==> src/rtl/lf_pkg.sv <==
package lf_pkg;
  // Pair-index partner of pair j at doubling level s: last pair of the block below.
  function automatic int pair_partner(int j, int s);
    return ((j >> s) << s) - 1;
  endfunction

  // After combining at level s, pair j's group reaches down to bit 0.
  function automatic bit span_from_root(int j, int s);
    return j < (1 << (s + 1));
  endfunction
endpackage

==> src/rtl/lf_cell_gray.sv <==
module lf_cell_gray (
  input  logic g_hi,
  input  logic p_hi,
  input  logic g_lo,
  output logic g_out
);
  assign g_out = g_hi | (p_hi & g_lo);
endmodule

==> src/rtl/lf_cell_black.sv <==
module lf_cell_black (
  input  logic g_hi,
  input  logic p_hi,
  input  logic g_lo,
  input  logic p_lo,
  output logic g_out,
  output logic p_out
);
  assign g_out = g_hi | (p_hi & g_lo);
  assign p_out = p_hi & p_lo;
endmodule

==> src/rtl/lf_tree.sv <==
module lf_tree #(
  parameter int WIDTH = 16
) (
  input  logic [WIDTH-1:0] p,
  input  logic [WIDTH-1:0] g,
  input  logic             cin,
  output logic [WIDTH-1:0] gfull
);
  import lf_pkg::*;

  localparam int LOGW  = $clog2(WIDTH);
  localparam int PAIRS = WIDTH / 2;
  localparam int SKL   = LOGW - 1;
  localparam int LAST  = SKL + 1;

  logic gv [0:LAST][0:WIDTH-1];
  logic pv [0:LAST][0:WIDTH-1];

  // Level 0: local terms, with carry-in merged into bit 0.
  lf_cell_gray u_cin (.g_hi(g[0]), .p_hi(p[0]), .g_lo(cin), .g_out(gv[0][0]));
  assign pv[0][0] = 1'b0;
  for (genvar i = 1; i < WIDTH; i++) begin : g_l0
    assign gv[0][i] = g[i];
    assign pv[0][i] = p[i];
  end

  // Level 1: each odd bit joins its even neighbour.
  for (genvar i = 0; i < WIDTH; i++) begin : g_l1
    if (i % 2 == 0) begin : g_pass
      assign gv[1][i] = gv[0][i];
      assign pv[1][i] = pv[0][i];
    end else if (i == 1) begin : g_gray
      lf_cell_gray u_c (.g_hi(gv[0][i]), .p_hi(pv[0][i]), .g_lo(gv[0][i-1]),
                        .g_out(gv[1][i]));
      assign pv[1][i] = 1'b0;
    end else begin : g_black
      lf_cell_black u_c (.g_hi(gv[0][i]), .p_hi(pv[0][i]), .g_lo(gv[0][i-1]),
                         .p_lo(pv[0][i-1]), .g_out(gv[1][i]), .p_out(pv[1][i]));
    end
  end

  // Doubling levels over odd positions.
  for (genvar s = 0; s < SKL; s++) begin : g_lvl
    for (genvar i = 0; i < WIDTH; i++) begin : g_bit
      if ((i % 2 == 0) || (((i / 2) >> s) % 2 == 0)) begin : g_pass
        assign gv[s+2][i] = gv[s+1][i];
        assign pv[s+2][i] = pv[s+1][i];
      end else if (span_from_root(i / 2, s)) begin : g_gray
        lf_cell_gray u_c (.g_hi(gv[s+1][i]), .p_hi(pv[s+1][i]),
                          .g_lo(gv[s+1][2*pair_partner(i/2, s)+1]),
                          .g_out(gv[s+2][i]));
        assign pv[s+2][i] = 1'b0;
      end else begin : g_black
        lf_cell_black u_c (.g_hi(gv[s+1][i]), .p_hi(pv[s+1][i]),
                           .g_lo(gv[s+1][2*pair_partner(i/2, s)+1]),
                           .p_lo(pv[s+1][2*pair_partner(i/2, s)+1]),
                           .g_out(gv[s+2][i]), .p_out(pv[s+2][i]));
      end
    end
  end

  // Final level: even positions filled in, generate only.
  for (genvar i = 0; i < WIDTH; i++) begin : g_fin
    if ((i % 2 == 1) || (i == 0)) begin : g_take
      assign gfull[i] = gv[LAST][i];
    end else begin : g_gray
      lf_cell_gray u_c (.g_hi(g[i]), .p_hi(p[i]), .g_lo(gv[LAST][i-1]),
                        .g_out(gfull[i]));
    end
  end
endmodule

==> src/rtl/lf_adder.sv <==
module lf_adder #(
  parameter int WIDTH = 16
) (
  input  logic             clk,
  input  logic             rst,
  input  logic [WIDTH-1:0] a,
  input  logic [WIDTH-1:0] b,
  input  logic             cin,
  output logic [WIDTH-1:0] sum,
  output logic             cout
);
  logic [WIDTH-1:0] prop;
  logic [WIDTH-1:0] gen;
  logic [WIDTH-1:0] gfull;
  logic [WIDTH-1:0] carry_in;
  logic [WIDTH-1:0] sum_c;

  assign prop = a ^ b;
  assign gen  = a & b;

  lf_tree #(.WIDTH(WIDTH)) u_tree (
    .p(prop), .g(gen), .cin(cin), .gfull(gfull)
  );

  assign carry_in = {gfull[WIDTH-2:0], cin};
  assign sum_c    = prop ^ carry_in;

  always_ff @(posedge clk) begin
    if (rst) begin
      sum  <= '0;
      cout <= 1'b0;
    end else begin
      sum  <= sum_c;
      cout <= gfull[WIDTH-1];
    end
  end

  logic [WIDTH:0] ref_full;
  assign ref_full = {1'b0, a} + {1'b0, b} + {{WIDTH{1'b0}}, cin};


  rst_clear_chk: assert property (@(posedge clk) disable iff (rst)
    $fell(rst) |-> (sum == '0 && !cout));


  sum_chk: assert property (@(posedge clk) disable iff (rst)
    !$past(rst) |-> (sum == $past(ref_full[WIDTH-1:0])));


  cout_chk: assert property (@(posedge clk) disable iff (rst)
    !$past(rst) |-> (cout == $past(ref_full[WIDTH])));


  cin_one_chk: assert property (@(posedge clk) disable iff (rst)
    (!$past(rst) && $past(cin) && $past(a) == '1 && $past(b) == '0)
      |-> (sum == '0 && cout));


  carry_chk: assert property (@(posedge clk) disable iff (rst)
    carry_in == (prop ^ ref_full[WIDTH-1:0]));
endmodule

==> config.mk <==
export PLATFORM = sky130hd
export DESIGN_NAME = lf_adder
export DESIGN_NICKNAME = d
export VERILOG_FILES = /design/src/rtl/lf_pkg.sv /design/src/rtl/lf_cell_gray.sv /design/src/rtl/lf_cell_black.sv /design/src/rtl/lf_tree.sv /design/src/rtl/lf_adder.sv
export SDC_FILE = /design/constraint.sdc
export NUM_CORES = 1
export LEC_CHECK = 0
export ABC_AREA = 0
export BUFFER_PORTS_ARGS = -buffer_cell sky130_fd_sc_hd__buf_2
export CAP_MARGIN = 10
export CELL_PAD_IN_SITES_DETAIL_PLACEMENT = 0
export CELL_PAD_IN_SITES_GLOBAL_PLACEMENT = 1
export CORE_MARGIN = 1.5
export CORE_UTILIZATION = 35
export CTS_CLUSTER_DIAMETER = 200
export DETAILED_ROUTE_END_ITERATION = 8
export PLACE_DENSITY = 0.9
export SETUP_SLACK_MARGIN = 0.1
export SLEW_MARGIN = 20
export SYNTH_ARGS = -nofsm -noshare
export SYNTH_HDL_FRONTEND = slang
export SYNTH_SLANG_ARGS = --single-unit
export TNS_END_PERCENT = 50
==> constraint.sdc <==
create_clock -name clk -period 6.75 [get_ports clk]
set_input_delay 1.35 -clock clk [delete_from_list [all_inputs] [get_ports clk]]
set_output_delay 1.35 -clock clk [all_outputs]
set_load 0.01 [all_outputs]
==> qor.yml <==
status: "completed"
worst_pin_slew_ns: 0.344
comb_power_share: 0.345
antenna_found_initial: 0
finalWorstSetupSlack_ns: 3.37
slew_headroom: 0.770
layout_commonest_cell: "buf_2"
max_freq_ghz: 0.296
dr.pass1.iters: 4
path_class: "in2reg"
nets: 217
final-max-slew-violation-count: 0
clkPwrFrac: 0.206
startpoint_type: "input pin"
synth.top_cell.area_share: 0.317
crit_fanout: 3
min_from: "rst"
die_y_um: 58.4
hpwl_mm: 1.83
setup_viol: 0
required_ns: 6.92
hold_viol_final: 0
arrival_ns: 3.55
clkTransAtPathRegs_ns: 0.10
drt_wl_total_mm: 2.08
coreArea_mm2: 0.00283
gp_congestion: 0.708
irDropWorstVdd_mv: 0.0598
place_ws_ns: 3.04
drc: 0
netlist_top_cells_area: "dfxtp_1 32%, fa_1 17%, ha_1 16%"
hold_path_end: "sum[0]$_SDFF_PP0_"
fin_crit_ns: 3.38
avgSynthCellArea_um2: 10.2
power_density_mw_per_mm2: 188
holdBufCountCts: 0
ys_seq_area_frac: 0.317
ant_nets: 0
diodes: 0
start_util: 0.379
grt_pass1_wl_mm: 3.73
yosys.area.top_type: "dfxtp_1"
syn-cell-area_mm2: 0.00107
switching_power_mw: 0.0800
die_area_mm2: 0.00341
drtIter0Drc: 10
ys_warn_count: 0
synth-seq-cells: 17
filler_cell_count: 269
fp.dieW_um: 58.4
syn2layout_area_growth_pct: 29.1
rsz0062_at_grt: "false"
seqPwrFrac: 0.449
drive_gt1_frac: 0.380
cts_buffers: 3
clockBufferDepth: 2
cap_violations: 0
swShare: 0.308
min_path_type: "in2reg"
grt_usage: 0.139
cts-htree-levels: 1
holdWs_ns: 1.43
grt_pass1_vias: 956
grt_max_degree: 19
cts_resized: 0
min_period_over_period: 0.501
pin_count: 52
synth_cell_types: 26
finalSetupTns_ns: 0
endpoint_kind: "flop"
grt_overflow: 0
synth_nets: 163
final_cell_mix: "51 x buf_2, 17 x dfxtp_1, 14 x inv_1, 14 x ha_1, 13 x nor2_1"
avgRoutedWirePerCell_um: 11.0
post-cts-setup-buffer-count: 0
hold_depth: 2
vias: 892
syn-instance-count: 105
numPortBuffers: 51
clock-sinks: 17
rows: 19
drt-vias-per-instance: 4.72
cts_tree: "done"
p_int_mw: 0.180
cts_root_buf: "clkbuf_4"
p_leak_nw: 0.749
==> logic make-up (layout without fill, tap and decap cells) <==
family	after synthesis	count (layout)	share of synthesized area
AND/OR/NAND/NOR	23	23	0.0956
flip-flops	17	17	0.317
XOR/XNOR	7	7	0.0571
AO/OA/AOI/OAI	19	19	0.143
buffers and inverters	16	69	0.0559
adder cells (fa/ha/maj)	23	23	0.331
==> power by group through the flow <==
stage / Combinational, mW / Sequential, mW / Clock (mW)
5_1_grt: 0.104 / 0.118 / 0.0593
6_report: 0.0898 / 0.117 / 0.0536
4_1_cts: 0.0915 / 0.117 / 0.0561
3_3_place_gp: 0.0881 / 0.119 / 0
3_5_place_dp: 0.0911 / 0.119 / 0
2_1_floorplan: 0.0487 / 0.127 / 0
==> per-stage QoR <==
stage                     power, mW  std cells  utilization  area (um^2)
after floorplan               0.175        105            -         1070
after global placement        0.207        185        0.481         1360
after detailed placement      0.210        185        0.481         1360
after CTS                     0.264        189        0.490         1390
after global routing          0.281        189        0.490         1390
final                         0.260        189        0.490         1390
==> cells in the mapped netlist <==
cell type and count:
dfxtp_1 17, ha_1 14, inv_1 14, nor2_1 13
fa_1 9, a21oi_1 5, nor2b_1 4, xor2_1 4
nand2_1 3, xnor2_1 3, a21o_1 2, clkbuf_1 2
o211ai_2 2, a211oi_1 1, a21o_2 1, a221o_1 1
a31oi_2 1, and2_1 1, nand2b_1 1, nor3_1 1
o211ai_1 1, o21a_1 1, o21a_2 1, o21ai_0 1
o21ai_1 1, o41ai_2 1
==> layout make-up <==
| type | count | area [um^2] | share of cell area |
|---|---|---|---|
| Inverter | 14 | 52.6 | 0.0379 |
| Sequential cell | 17 | 340 | 0.245 |
| Timing Repair Buffer | 51 | 255 | 0.184 |
| Multi-Input combinational cell | 72 | 673 | 0.486 |
| Clock buffer | 4 | 26.3 | 0.0190 |
| Tap cell | 31 | 38.8 | 0.0280 |
==> registers in the layout (all words and copies together) (netlist names) <==
name,cells
sum,16
cout,1
==> worst max-delay path, stage by stage <==
cell and delay, ns:
buf_2 0.10, inv_1 0.07, fa_1 0.17, inv_1 0.05, fa_1 0.40, a211oi_1 0.34, o211ai_2 0.13, a31oi_2 0.22
o21ai_1 0.12, fa_1 0.38, xnor2_1 0.16, nor2_1 0.06
==> metal layers <==
layer  vias up  part of all wire  global-route usage  wire, um
met5         -                 0                   0         0
met4         0            0.0086              0.0432        18
met3         2             0.075              0.0286       157
met2        34              0.49               0.260      1030
met1       402              0.42               0.155       877
li1        454                 -                   -         -
==> worst max path at each step <==
stage / startpoint / to
global route: a[0] / sum[15]$_SDFF_PP0_
finish: a[0] / sum[15]$_SDFF_PP0_
floorplan: a[0] / sum[15]$_SDFF_PP0_
detailed placement: a[0] / sum[15]$_SDFF_PP0_
CTS: a[0] / sum[15]$_SDFF_PP0_
global placement: a[0] / sum[15]$_SDFF_PP0_
No activity file was read; power rests on OpenSTA's default activity.
